File: config.mk
export PLATFORM = sky130hd
export DESIGN_NAME = req_clock_gate
export DESIGN_NICKNAME = d
export VERILOG_FILES = /design/src/rtl/req_gate_pkg.sv /design/src/rtl/req_filter.sv /design/src/rtl/req_gate_ctrl.sv /design/src/rtl/req_gate_dp.sv /design/src/rtl/req_clock_gate.sv
export SDC_FILE = /design/constraint.sdc
export NUM_CORES = 1
export LEC_CHECK = 0
export ABC_AREA = 1
export BUFFER_PORTS_ARGS = -buffer_cell sky130_fd_sc_hd__buf_2
export CORE_ASPECT_RATIO = 0.75
export CORE_UTILIZATION = 51
export CTS_BUF_LIST = sky130_fd_sc_hd__clkbuf_8 sky130_fd_sc_hd__clkbuf_16
export DETAILED_ROUTE_END_ITERATION = 7
export PLACE_DENSITY = 0.77
export SLEW_MARGIN = 20
export SYNTH_ARGS = -nofsm -noshare
export SYNTH_HDL_FRONTEND = slang
export SYNTH_SLANG_ARGS = --single-unit
File: constraint.sdc
create_clock -name refClk -period 1.28 [get_ports refClk]
set_input_delay 0.064 -clock refClk [delete_from_list [all_inputs] [get_ports refClk]]
set_output_delay 0.064 -clock refClk [all_outputs]
set_load 0.01 [all_outputs]
File: src/rtl/req_gate_pkg.sv
package req_gate_pkg;
  parameter int GATE_OUTS = 8;
  parameter int REQ_LINES = 2;

  typedef struct packed {
    logic [GATE_OUTS-1:0] stopStb;
    logic [GATE_OUTS-1:0] startStb;
  } gateCmd_t;
endpackage

File: src/rtl/req_filter.sv
module req_filter (
  input  logic clk,
  input  logic rstN,
  input  logic reqN,
  output logic heldN
);
  logic metaQ, syncQ, prevQ;

  always_ff @(posedge clk or negedge rstN) begin
    if (!rstN) begin
      metaQ <= 1'b0;
      syncQ <= 1'b0;
      prevQ <= 1'b0;
      heldN <= 1'b0;
    end else begin
      metaQ <= reqN;
      syncQ <= metaQ;
      prevQ <= syncQ;
      if (syncQ == prevQ) heldN <= syncQ;
    end
  end

  AST_FILTER_TWO_EDGES: assert property (@(posedge clk) disable iff (!rstN)
    (heldN != $past(heldN)) |-> ($past(syncQ) == heldN && $past(prevQ) == heldN));
endmodule

File: src/rtl/req_gate_ctrl.sv
module req_gate_ctrl import req_gate_pkg::*; (
  input  logic                 clk,
  input  logic                 rstN,
  input  logic                 reqAN,
  input  logic                 reqBN,
  input  logic                 wrEn,
  input  logic                 wrSel,
  input  logic [GATE_OUTS-1:0] wrData,
  input  logic                 phase,
  output gateCmd_t             cmd
);
  logic [REQ_LINES-1:0] reqN;
  logic [REQ_LINES-1:0] heldN;
  logic [GATE_OUTS-1:0] mask [REQ_LINES];
  logic [GATE_OUTS-1:0] wanted;

  assign reqN = {reqBN, reqAN};

  for (genvar g = 0; g < REQ_LINES; g++) begin : gFilt
    req_filter uFilt (.clk(clk), .rstN(rstN), .reqN(reqN[g]), .heldN(heldN[g]));
  end

  always_ff @(posedge clk or negedge rstN) begin
    if (!rstN) begin
      for (int r = 0; r < REQ_LINES; r++) mask[r] <= '0;
    end else if (wrEn) begin
      mask[wrSel] <= wrData;
    end
  end

  always_comb begin
    for (int i = 0; i < GATE_OUTS; i++) begin
      wanted[i] = !(mask[0][i] || mask[1][i]) ||
                  (mask[0][i] && !heldN[0]) ||
                  (mask[1][i] && !heldN[1]);
    end
    cmd.stopStb  = phase ? ~wanted : '0;
    cmd.startStb = phase ? '0 : wanted;
  end

  for (genvar r = 0; r < REQ_LINES; r++) begin : gMaskChk
    AST_MASK_LOAD: assert property (@(posedge clk) disable iff (!rstN)
      (wrEn && wrSel == r[0]) |=> mask[r] == $past(wrData));
  end

  for (genvar i = 0; i < GATE_OUTS; i++) begin : gOutChk
    AST_UNMAPPED_KEEPS: assert property (@(posedge clk) disable iff (!rstN)
      (!mask[0][i] && !mask[1][i]) |-> !cmd.stopStb[i]);
    AST_EITHER_HOLDS: assert property (@(posedge clk) disable iff (!rstN)
      (mask[0][i] && mask[1][i] && (!heldN[0] || !heldN[1])) |-> !cmd.stopStb[i]);
  end
endmodule

File: src/rtl/req_gate_dp.sv
module req_gate_dp import req_gate_pkg::*; (
  input  logic                 clk,
  input  logic                 rstN,
  input  gateCmd_t             cmd,
  output logic                 phase,
  output logic [GATE_OUTS-1:0] clkT,
  output logic [GATE_OUTS-1:0] clkC,
  output logic [GATE_OUTS-1:0] clkOe
);
  logic [GATE_OUTS-1:0] stopped;

  always_ff @(posedge clk or negedge rstN) begin
    if (!rstN) begin
      phase   <= 1'b0;
      stopped <= '0;
    end else begin
      phase   <= ~phase;
      stopped <= (stopped | cmd.stopStb) & ~cmd.startStb;
    end
  end

  assign clkOe = ~stopped;
  assign clkT  = {GATE_OUTS{phase}} & ~stopped;
  assign clkC  = {GATE_OUTS{~phase}} & ~stopped;

  for (genvar i = 0; i < GATE_OUTS; i++) begin : gChk
    AST_STOP_ON_FALL: assert property (@(posedge clk) disable iff (!rstN)
      $rose(stopped[i]) |-> ($past(clkT[i]) && !clkT[i] && !clkC[i]));
    AST_START_ON_RISE: assert property (@(posedge clk) disable iff (!rstN)
      $fell(stopped[i]) |-> (clkT[i] && !$past(clkT[i])));
  end
endmodule

File: src/rtl/req_clock_gate.sv
module req_clock_gate import req_gate_pkg::*; (
  input  logic                 refClk,
  input  logic                 rstN,
  input  logic                 reqAN,
  input  logic                 reqBN,
  input  logic                 wrEn,
  input  logic                 wrSel,
  input  logic [GATE_OUTS-1:0] wrData,
  output logic [GATE_OUTS-1:0] clkT,
  output logic [GATE_OUTS-1:0] clkC,
  output logic [GATE_OUTS-1:0] clkOe
);
  gateCmd_t cmd;
  logic     phase;

  req_gate_ctrl uCtrl (
    .clk(refClk), .rstN(rstN), .reqAN(reqAN), .reqBN(reqBN),
    .wrEn(wrEn), .wrSel(wrSel), .wrData(wrData), .phase(phase), .cmd(cmd)
  );

  req_gate_dp uDp (
    .clk(refClk), .rstN(rstN), .cmd(cmd), .phase(phase),
    .clkT(clkT), .clkC(clkC), .clkOe(clkOe)
  );
endmodule

# Yosys cells after proc, flatten, opt, wreduce, memory -nomap -nowiden
# Index checks and enable logic that the tools add are counted.
# op_classes
order_cmp	2
n_eq_ne	2
n_mux	5
bitwise	9
n_reduce_logical	51
# op_table
cell	n
AND 8 bit	3
logical OR 1 bit	24
two-way mux 8 bit	3
inverter 8 bit	3
logical AND 1 bit	17
bitwise mux 16 bit	1
logical NOT 1 bit	10
demux 8 bit (select 1 bit)	1
bitwise OR 8 bit	1
== test 1 bit	2
greater-or-equal comparator 2 bit, second input constant	1
< comparator 2 x 1 -> 1 bit, second input constant	1
inverter 1 -> 2 bit	1
inverter 1 bit	1
# totals
regBits	33
input_bits	14
out_inout_bits	24
elab_cells	81

# Depth between registers and ports, before layout
# Gate-level depths: netlist (run 1).
# logic_depth
ltp_word	8
depth_mapped	6
mapped_depth_nobuf	5

# Hierarchy
# A second synthesis (run 1) with hierarchy kept.
# unflattened
cells_unflattened	196
hier_area_um2	1594.0
# modules_own_cells
module	n_inst	cells_per_inst	area_per_inst_um2	seq_area_each_um2
req_gate_ctrl	1	129	945.9	400.4
req_gate_dp	1	51	415.4	225.2
req_filter	2	8	116.4	100.1

# Least setup slack after synthesis (run 1)
# Ideal clock, no wire load.
# synth_path
path_kind	register to register
startpoint	register uDp.phase
endpoint	register uDp.stopped[7]
setup_ps	116
arrival_ps	858
t_required_ps	1164
setup_slack_ps	306
path_stages_with_launch	6
path_buffers	1
synth_period_minus_slack_ps	974
cell_sequence	dfrtp_1 > buf_6 > nor2_1 > nor2_1 > nand2_1 > nand2_1
# synth_between
elab_chain_len	3
elab_cells_between_ends	5
classes_between	mux: 2; bitwise: 3
# synth_lines
item	line	rtl
start, declared	req_gate_dp.sv:5	output logic phase,
start signal, assigned	req_gate_dp.sv:17	phase <= ~phase;
two-way mux 8 bit, on equally long branches	req_gate_ctrl.sv:37, req_gate_ctrl.sv:38	
bitwise OR 8 bit / inverter 8 bit (equally long branches)	req_gate_dp.sv:18	stopped <= (stopped | cmd.stopStb) & ~cmd.startStb;
AND 8 bit *	req_gate_dp.sv:18	
end signal, assigned	req_gate_dp.sv:18	
end, declared	req_gate_dp.sv:10	logic [GATE_OUTS-1:0] stopped;
# Every way passes the cells marked *; elsewhere a longest branch is shown, timed or not.
# A chain may end at the register's enable or synchronous reset.

# Final worst setup path (run 1)
# layout_path
startpoint	register uDp.phase
endpoint	output clkC[6]
# layout_between
elab_chain_len	2
# layout_lines
item	line	rtl
inverter 1 bit	req_gate_dp.sv:24	assign clkC = {GATE_OUTS{~phase}} & ~stopped;
AND 8 bit	req_gate_dp.sv:24	
end, declared	req_clock_gate.sv:10	output logic [GATE_OUTS-1:0] clkC,
# Every way passes these cells.

==> key figures, run 1 <==
Run status
  – Status: complete, no violations

Setup path
  – Worst r2r src: uDp.phase
  – CP max stage cell: dfrtp_2
  – FF-to-FF End: uDp.stopped[3]
  – Critical Path End Type: output port
  – Crit path cell chain: buf_4 -> nor2_4 -> buf_2
  – Critical path origin: uDp.phase
  – Crit path kind: register to output port
  – Arr. time, crit path: 1.17 ns
  – Reg2Reg Setup Slack: 0.26 ns
  – R2R cell count: 4
  – WP data required: 1.22 ns
  – CP Launch Type: register
  – CP max FO: 12
  – Crit path largest cell delay: 0.48 ns

GRT
  – Initial antenna violation count: 0
  – Overall global routing resource usage: 20.6%
  – Largest net degree at the start of global routing: 19
  – GRT overflow: 0
  – First-pass GRT wire length: 4.77 mm
  – Vias in the first global route: 1077

Yosys
  – Post-synth EDFFs: 0
  – Commonest cells in the synthesized netlist: 48 x nand2_1, 33 x dfrtp_1, 30 x nor2_1
  – Post-synthesis cell area: 1490 um2
  – Synthesized Nets: 187
  – Synth area leaders: dfrtp_1 55%, nand2_1 12%, nor2_1 7.6%, inv_1 6.3%, o21ai_0 5.4%
  – Syn Inst Count: 173
  – Area share of the largest cell type after synthesis: 55.5%
  – FFs w/ async S/R, synth: 100%
  – Avg Inst Size Synth: 8.61 um2
  – Most used flip-flop cell after synthesis: dfrtp_1
  – Area leader, netlist: dfrtp_1
  – Synth unique cells: 14
  – Sequential area share after synthesis: 55.5%
  – Seq cells post-synth: 33
  – Most common cell in the netlist: nand2_1
  – YS warnings: 0

Timing
  – Setup TNS: 0 ns
  – Final Hold Viols: 0
  – Minimum clock period: 1.23 ns
  – Setup violations, final: 0
  – Pins Over Slew Limit: 0
  – Relative slew slack: 72.5%
  – Clock Skews: 0.00308 ns
  – Fmax achieved: 813 MHz
  – RSZ-0062 raised after global routing: false
  – Final Cycle Share: 96.1%
  – Least-Margin Pin Slew: 0.412 ns

Clocking
  – CTS tree: built
  – Clock Latency Late Sink: 0.28 ns
  – CTS buffer count: 5
  – Clock transition at path regs: 0.06 ns
  – H-tree Lvls: 2
  – # clock sinks: 33
  – Clk root buf: clkbuf_8
  – Clock buffer depth: 2

Floorplan
  – Die width: 64.4 um
  – Die Span Y: 48.8 um
  – Top-Level Pins: 38
  – Rows: 16
  – Starting Density: 55.5%
  – Core area: 2680 um2
  – Die area: 3140 um2

Layout
  – Layout area overhead: 22.7%
  – Fillers: 227
  – Share of layout cells above drive strength 1: 28.9%
  – Final #Nets: 232
  – Sequential Area: 827 um2
  – Design Area, Final: 1830 um2
  – Diodes inserted: 0
  – Multi-input logic area: 495 um2

Power and ir drop
  – Leakage: 0.971 nW
  – Power, Total: 2.62 mW
  – Maximum vdd drop: 0.000728 V
  – Power Density: 1430 nW/um2

Hold path
  – Hold EP: uCtrl.mask[3]
  – Hold path depth: 3
  – Tightest Hold Check Type: primary input to register
  – Min-delay src: wrData[3]

Routing
  – # DRC: 0
  – Wire per inst: 10.7 um
  – Pre-antenna DRT Iters: 4
  – Routed vias: 1205
  – Starting DRT DRC Count: 45
  – Final WL: 2.73 mm
  – Vias/cell: 4.74
  – Final ANT Viol Nets: 0

Placement
  – DP Area: 1670 um2
  – Buffers on Ports: 37
  – GPL Wtd Cong: 0.793
  – Hpwl dp: 2.02 mm

Flow run
  – # Max-Cap Violations: 0
state kept, by name, summed over array words and instances (netlist names):
| name | count |
|---|---|
| uCtrl.gFilt.uFilt.metaQ | 2 |
| uDp.phase | 1 |
| uCtrl.gFilt.uFilt.heldN | 2 |
| uCtrl.gFilt.uFilt.prevQ | 2 |
| uCtrl.gFilt.uFilt.syncQ | 2 |
| uCtrl.mask | 16 |
| uDp.stopped | 8 |
what timing repair did:
action	in CTS	in global routing
endpoints found under the setup margin	15	1
hold buffers	3	0
setup buffers	3	0
endpoints found under the hold margin	19	0
gates resized for setup	1	1
routing by layer:
layer | wire [um] | track usage [%] | up-vias | share of wire [%]
li1 | - | - | 611 | -
met1 | 1270 | 28.2 | 538 | 46
met2 | 1210 | 30.0 | 48 | 45
met3 | 180 | 5.14 | 8 | 6.6
met4 | 64 | 11.5 | 0 | 2.3
met5 | 0 | 0 | - | 0
power breakdown:
group / total (mW) / switching (mW) / internal (mW)
combinational: 0.431 / 0.245 / 0.186
sequential: 1.27 / 0.103 / 1.16
clock: 0.920 / 0.356 / 0.565
cells in the final DEF, fill, tap and decap left out:
| cell type | Yosys | final |
|---|---|---|
| buf_2 | 0 | 37 |
| nor2_4 | 1 | 1 |
| nand2_1 | 48 | 48 |
| clkbuf_8 | 0 | 5 |
| buf_4 | 1 | 3 |
| buf_12 | 1 | 1 |
| nor2_2 | 1 | 2 |
| nand2_2 | 2 | 2 |
| o21ai_2 | 8 | 8 |
| bufinv_16 | 0 | 1 |
| dfrtp_1 | 33 | 32 |
| o21ai_0 | 16 | 16 |
| nor2_1 | 30 | 29 |
| maj3_1 | 2 | 2 |
| dfrtp_2 | 0 | 1 |
| inv_1 | 25 | 25 |
| dlygate4sd3_1 | 0 | 3 |
| inv_2 | 1 | 1 |
| clkinv_2 | 0 | 1 |
final cells by class:
class	instances	area share, %
Clock buffer	5	3.77
Clock inverter	2	1.92
Tap cell	36	2.47
Sequential cell	33	45.3
Multi-Input combinational cell	108	27.1
Timing Repair Buffer	44	14.1
Inverter	26	5.34
worst max-delay path: cells and delay by family (launching register included):
kind          cells  cell delay [ns]
simple gates      1             0.09
buf+inv           2             0.32
flops             1             0.48
worst max-delay path by stage:
stage               cells after the start  slack, ns              to
global placement                        3       0.17         clkT[6]
CTS                                     3       0.04         clkC[6]
global route                            3      0.003         clkC[6]
floorplan                               5       0.31  uDp.stopped[7]
finish                                  3       0.05         clkC[6]
detailed placement                      3       0.10         clkT[6]
logic make-up (layout without fill, tap and decap cells):
group	count (synthesis)	in the layout	share of synthesized area, %
adder cells (fa/ha/maj)	2	2	1.34
AO/OA/AOI/OAI	24	24	10.1
flip-flops	33	33	55.5
buffers and inverters	32	77	11.4
AND/OR/NAND/NOR	82	82	21.7
stage by stage:
stage / util (%) / hold slack, ns / setup slack (ns) / cells
detailed placement: 62.1 / 0.0230 / 0.101 / 241
finish: 68.1 / 0.0397 / 0.0497 / 254
CTS: 68.0 / 0.0330 / 0.0435 / 254
global placement: 62.1 / 0.0134 / 0.169 / 241
global route: 68.1 / 0.0454 / 0.00285 / 254
floorplan: - / -0.232 / 0.306 / 173
(Power assumes the default switching activity.)
==> inputs of run 2 (changes only) <==
--- a/config.mk
+++ b/config.mk
@@ -5,10 +5,9 @@
 export SDC_FILE = /design/constraint.sdc
 export NUM_CORES = 1
 export LEC_CHECK = 0
-export ABC_AREA = 1
 export BUFFER_PORTS_ARGS = -buffer_cell sky130_fd_sc_hd__buf_2
 export CORE_ASPECT_RATIO = 0.75
-export CORE_UTILIZATION = 51
+export CORE_UTILIZATION = 50
 export CTS_BUF_LIST = sky130_fd_sc_hd__clkbuf_8 sky130_fd_sc_hd__clkbuf_16
 export DETAILED_ROUTE_END_ITERATION = 7
 export PLACE_DENSITY = 0.77
==> run 2 against run 1 <==
Combinational power up 32%. Worst setup slack better by 0.019 ns. Critical path depth up 1. Sequential share of layout area up 2.5 points. Via count down 18%.
==> key figures, run 2 <==
Run status
  – Status: complete, no violations

Routing
  – # DRC: 0
  – Final ANT Viol Nets: 0
  – Wire per inst: 14.3 um
  – Vias/cell: 5.17
  – Pre-antenna DRT Iters: 4
  – Routed vias: 993
  – Starting DRT DRC Count: 61
  – Final WL: 2.74 mm

Setup path
  – Critical Path End Type: output port
  – CP max FO: 15
  – WP data required: 1.22 ns
  – CP Launch Type: register
  – Crit path kind: register to output port
  – Arr. time, crit path: 1.15 ns

Clocking
  – # clock sinks: 33
  – Clock buffer depth: 2
  – Clock transition at path regs: 0.06 ns
  – Clk root buf: clkbuf_8
  – CTS tree: built
  – Postcts setup bufs: 0
  – Clock Latency Late Sink: 0.28 ns
  – H-tree Lvls: 2
  – CTS buffer count: 5

Layout
  – Share of layout cells above drive strength 1: 44.2%
  – Most common cell after layout, fill and taps aside: buf_2
  – Layout area overhead: 25.9%
  – Largest Register: uCtrl.mask
  – Biggest regs: uCtrl.mask x16, uDp.stopped x8
  – Max reg flops: 16
  – Diodes inserted: 0
  – Most frequent cells in the layout: 37 x buf_2, 33 x dfrtp_1, 16 x nor2_1, 16 x mux2_2, 12 x inv_1
  – Fillers: 206
  – Fin util: 66.4%
  – Final #Nets: 169

GRT
  – First-pass GRT wire length: 4.22 mm
  – Initial antenna violation count: 0
  – Vias in the first global route: 853
  – Overall global routing resource usage: 20.4%
  – GRT overflow: 0
  – Largest net degree at the start of global routing: 34

Floorplan
  – Die width: 62.5 um
  – Die area: 2960 um2
  – Die Span Y: 47.4 um
  – Rows: 16
  – Starting Density: 52.8%
  – Core area: 2600 um2
  – Top-Level Pins: 38

Timing
  – Setup TNS: 0 ns
  – Final Cycle Share: 94.6%
  – Pins Over Slew Limit: 0
  – Clock Skews: 0.00444 ns
  – Fmax achieved: 826 MHz
  – Least-Margin Pin Slew: 0.406 ns
  – Relative slew slack: 72.9%
  – RSZ-0062 raised after global routing: false
  – Final Hold Viols: 0
  – Minimum clock period: 1.21 ns
  – Setup violations, final: 0

Placement
  – Hpwl dp: 1.85 mm
  – GPL Wtd Cong: 0.695
  – Buffers on Ports: 37

Yosys
  – Post-synth EDFFs: 0
  – Syn Inst Count: 107
  – Synthesized Nets: 121
  – Sequential area share after synthesis: 60.1%
  – Post-synthesis cell area: 1370 um2
  – Area share of the largest cell type after synthesis: 60.1%
  – FFs w/ async S/R, synth: 100%
  – Most common cell in the netlist: dfrtp_1
  – Avg Inst Size Synth: 12.8 um2
  – Most used flip-flop cell after synthesis: dfrtp_1
  – Synth unique cells: 18
  – Synth area leaders: dfrtp_1 60%, mux2_2 13%, nor2_1 4.4%, a21o_1 3.3%, o22ai_1 2.7%
  – YS warnings: 0
  – Area leader, netlist: dfrtp_1
  – Seq cells post-synth: 33
  – Commonest cells in the synthesized netlist: 33 x dfrtp_1, 16 x mux2_2, 16 x nor2_1

Power and ir drop
  – Leakage: 0.852 nW
  – Power Density: 1520 nW/um2
  – Maximum vdd drop: 0.000869 V

Flow run
  – # Max-Cap Violations: 0

Hold path
  – Tightest Hold Check Type: primary input to register
==> run 2: changes by cell type after synthesis, moves of 4 or more <==
cell,previous run,this run
nand2_1,48,0
inv_1,25,9
mux2_2,0,16
o21ai_0,16,0
nor2_1,30,16
o21ai_2,8,0
a21o_1,0,6
o22ai_1,0,6
a221oi_1,0,4
==> run 2: final cells by class <==
cell class / count / area [um2] / share of cell area (%)
Clock buffer: 5 / 68.8 / 3.98
Tap cell: 36 / 45.0 / 2.60
Timing Repair Buffer: 44 / 253 / 14.6
Sequential cell: 33 / 826 / 47.8
Clock inverter: 3 / 11.3 / 0.651
Multi-Input combinational cell: 60 / 479 / 27.7
Inverter: 11 / 46.3 / 2.68
==> run 2: worst paths after layout <==
| path | start | end | slack [ns] | cells past startpoint |
|---|---|---|---|---|
| worst max register to register | uCtrl.gFilt[1].uFilt.heldN | uDp.stopped[5] | 0.16 | 3 |
| worst min register to register | uCtrl.gFilt[0].uFilt.metaQ | uCtrl.gFilt[0].uFilt.syncQ | 0.35 | 0 |
| max in group asynchronous | rstN | uDp.stopped[7] | 0.65 | 3 |
| min in group asynchronous | rstN | uCtrl.gFilt[1].uFilt.metaQ | 0.34 | 3 |
| worst max-delay path | uDp.phase | clkT[7] | 0.07 | 4 |
| worst min-delay path | wrData[4] | uCtrl.mask[4] | 0.02 | 2 |
==> run 2: layer usage <==
| layer | GRT usage [%] | share of wire (%) | up-vias |
|---|---|---|---|
| met5 | 0 | 0 | - |
| met4 | 6.98 | 0.84 | 0 |
| met3 | 8.01 | 6.1 | 3 |
| met2 | 32.4 | 46 | 39 |
| met1 | 26.3 | 47 | 479 |
| li1 | - | - | 472 |
==> run 2: cells by family after synthesis <==
kind of cell             count (synthesis)  share of synthesized area, %
AO/OA/AOI/OAI                           22                          13.6
flip-flops                              33                          60.1
multiplexers                            17                          13.8
buffers and inverters                   14                          5.01
AND/OR/NAND/NOR                         18                          5.28
adder cells (fa/ha/maj)                  3                          2.19
==> run 2: through the flow <==
stage | hold slack, ns | total power, mW | worst slack (ns) | cell area (um2) | std cells
2_1_floorplan | -0.232 | 1.70 | 0.260 | 1370 | 107
3_3_place_gp | 0.100 | 1.90 | 0.193 | 1610 | 181
3_5_place_dp | 0.110 | 1.95 | 0.175 | 1610 | 181
4_1_cts | 0.0217 | 2.66 | 0.0237 | 1720 | 192
5_1_grt | 0.0222 | 2.79 | 0.00242 | 1730 | 192
6_report | 0.0231 | 2.64 | 0.0686 | 1730 | 192
==> run 2: timing repair <==
action	in CTS	in global routing
setup endpoints to repair	8	8
pin swaps	0	0
gates resized for setup	1	3
endpoints found under the hold margin	35	0
hold buffers	3	0
==> run 2: power breakdown <==
| group | leakage (nW) | internal (mW) | switching (mW) |
|---|---|---|---|
| logic | 0.405 | 0.307 | 0.262 |
| clock network | 0.0519 | 0.361 | 0.346 |
| registers | 0.395 | 1.20 | 0.159 |
| total | 0.852 | 1.87 | 0.767 |
==> run 2: worst max-delay path, cell delays in order, from the launching register on <==
cell,delay (ns)
dfrtp_1,0.39
buf_8,0.18
inv_6,0.07
nor2_1,0.09
buf_2,0.13
==> inputs of run 3 (changes only) <==
--- a/config.mk
+++ b/config.mk
@@ -10,6 +10,7 @@
 export CORE_UTILIZATION = 50
 export CTS_BUF_LIST = sky130_fd_sc_hd__clkbuf_8 sky130_fd_sc_hd__clkbuf_16
 export DETAILED_ROUTE_END_ITERATION = 7
+export HOLD_SLACK_MARGIN = 0.08
 export PLACE_DENSITY = 0.77
 export SLEW_MARGIN = 20
 export SYNTH_ARGS = -nofsm -noshare
==> run 3 against run 2 <==
Non-clock buffer count increased by 8. Core utilization is 3.1 points higher. First-iteration DRC count grew 6.6%. Combinational power grew 3.9%. Via count rose by 3.3%. Power rose by 0.69%. Clock-buffer cell count unchanged. Flip-flop and latch count unchanged. Global-route usage increased by 0.95 points. Fmax about the same. Design area up 4.6%. Largest power group unchanged. Highest routed layer unchanged.
==> key figures, run 3 (synthesis gave the netlist of run 2 again) <==
Clocking
  – Postcts setup bufs: 0
  – Clk root buf: clkbuf_8
  – Clock Latency Late Sink: 0.28 ns
  – CTS buffer count: 5
  – # clock sinks: 33
  – Clock buffer depth: 2
  – H-tree Lvls: 2
  – CTS tree: built
  – Clock transition at path regs: 0.06 ns

Floorplan
  – Starting Density: 52.8%
  – Core area: 2600 um2
  – Die width: 62.5 um
  – Die area: 2960 um2
  – Die Span Y: 47.4 um
  – Top-Level Pins: 38
  – Rows: 16

Power and ir drop
  – Leakage: 0.886 nW
  – Power Density: 1470 nW/um2
  – Power, Total: 2.65 mW
  – Maximum vdd drop: 0.000875 V

Layout
  – Most frequent cells in the layout: 37 x buf_2, 33 x dfrtp_1, 16 x nor2_1, 16 x mux2_2, 12 x inv_1
  – Diodes inserted: 0
  – Sequential Area: 826 um2
  – Layout area overhead: 31.7%
  – Biggest regs: uCtrl.mask x16, uDp.stopped x8
  – Fillers: 194
  – Largest Register: uCtrl.mask
  – Share of layout cells above drive strength 1: 42.1%
  – Multi-input logic area: 479 um2
  – Most common cell after layout, fill and taps aside: buf_2
  – Max reg flops: 16
  – Final #Nets: 177

GRT
  – Vias in the first global route: 915
  – GRT overflow: 0
  – First-pass GRT wire length: 4.44 mm
  – Initial antenna violation count: 0
  – Overall global routing resource usage: 21.4%
  – Largest net degree at the start of global routing: 34

Setup path
  – WP data required: 1.22 ns
  – CP max FO: 15
  – Crit path kind: register to output port
  – Crit path cell chain: buf_8 -> inv_6 -> nor2_1 -> buf_2
  – Crit path largest cell delay: 0.39 ns
  – Buf/Inv on CP: 3
  – Arr. time, crit path: 1.15 ns
  – Top delay family on crit path: flip-flops
  – Reg2Reg Setup Slack: 0.16 ns
  – Critical Path End Type: output port
  – CP max stage cell: dfrtp_1
  – CP Launch Type: register

Placement
  – Buffers on Ports: 37
  – Hpwl dp: 1.85 mm
  – GPL Wtd Cong: 0.695

Timing
  – Fin Hold WS: 0.329 ns
  – Fmax achieved: 825 MHz
  – Final Hold Viols: 0
  – Least-Margin Pin Slew: 0.402 ns
  – Setup violations, final: 0
  – Clock Skews: 0.00414 ns
  – Pins Over Slew Limit: 0
  – Minimum clock period: 1.21 ns
  – Final Cycle Share: 94.7%
  – Setup TNS: 0 ns
  – Relative slew slack: 73.2%
  – RSZ-0062 raised after global routing: false

Routing
  – # DRC: 0
  – Final WL: 2.84 mm
  – Pre-antenna DRT Iters: 4
  – Final ANT Viol Nets: 0
  – Starting DRT DRC Count: 65
  – Routed vias: 1026
  – Wire per inst: 14.2 um
  – Vias/cell: 5.13

Run status
  – Status: complete, no violations

Hold path
  – Tightest Hold Check Type: primary input to register

Flow run
  – # Max-Cap Violations: 0
-- run 3: cell count changes in the layout (fill, tap and decap cells not counted) --
cell,previous run,this run
dlygate4sd3_1,3,11
-- run 3: cell type report --
type | instances | share of cell area [%]
Clock inverter | 3 | 0.622
Sequential cell | 33 | 45.6
Clock buffer | 5 | 3.80
Timing Repair Buffer | 52 | 18.4
Tap cell | 36 | 2.49
Multi-Input combinational cell | 60 | 26.5
Inverter | 11 | 2.56
-- run 3: worst paths after layout --
path | startpoint | end | cells after the start
max in group asynchronous | rstN | uDp.stopped[7] | 3
hold reg to reg | uCtrl.gFilt[0].uFilt.metaQ | uCtrl.gFilt[0].uFilt.syncQ | 0
hold / removal | wrEn | uCtrl.mask[2] | 3
setup reg to reg | uCtrl.gFilt[1].uFilt.heldN | uDp.stopped[5] | 3
min in group asynchronous | rstN | uCtrl.mask[2] | 3
setup / recovery | uDp.phase | clkT[7] | 4
-- run 3: through the flow --
stage               setup slack, ns  util, %  area, um2  instances
floorplan                     0.260        -       1370        107
global placement              0.193     61.7       1610        181
detailed placement            0.175     61.7       1610        181
CTS                          0.0237     69.1       1800        200
global route                0.00217     69.5       1810        200
finish                       0.0678     69.5       1810        200
-- run 3: what timing repair did --
item / 4_1_cts / 5_1_grt
cloned: 0 / 0
endpoints found under the hold margin: 51 / 0
gates resized for setup: 1 / 3
hold buffers: 11 / 0
endpoints found under the setup margin: 8 / 8
-- run 3: metal layers --
metal | GRT usage [%] | vias up | share of wire, % | wire length, um
li1 | - | 488 | - | -
met1 | 26.9 | 497 | 46 | 1320
met2 | 35.2 | 39 | 48 | 1360
met3 | 8.01 | 2 | 4.9 | 139
met4 | 6.98 | 0 | 0.67 | 19
met5 | 0 | - | 0 | 0
-- run 3: worst register-to-register path, delay by kind of cell, from the launching register on --
kind / cells / cell delay (ns)
buffers and inverters: 1 / 0.16
AO/OA/AOI/OAI: 1 / 0.10
adder cells (fa/ha/maj): 1 / 0.35
flip-flops: 1 / 0.39
-- run 3: power by group --
group	total, mW	internal, mW	switching, mW	leakage (nW)
Clock	0.702	0.361	0.341	0.0519
Sequential	1.36	1.20	0.161	0.395
Combinational	0.591	0.323	0.268	0.438
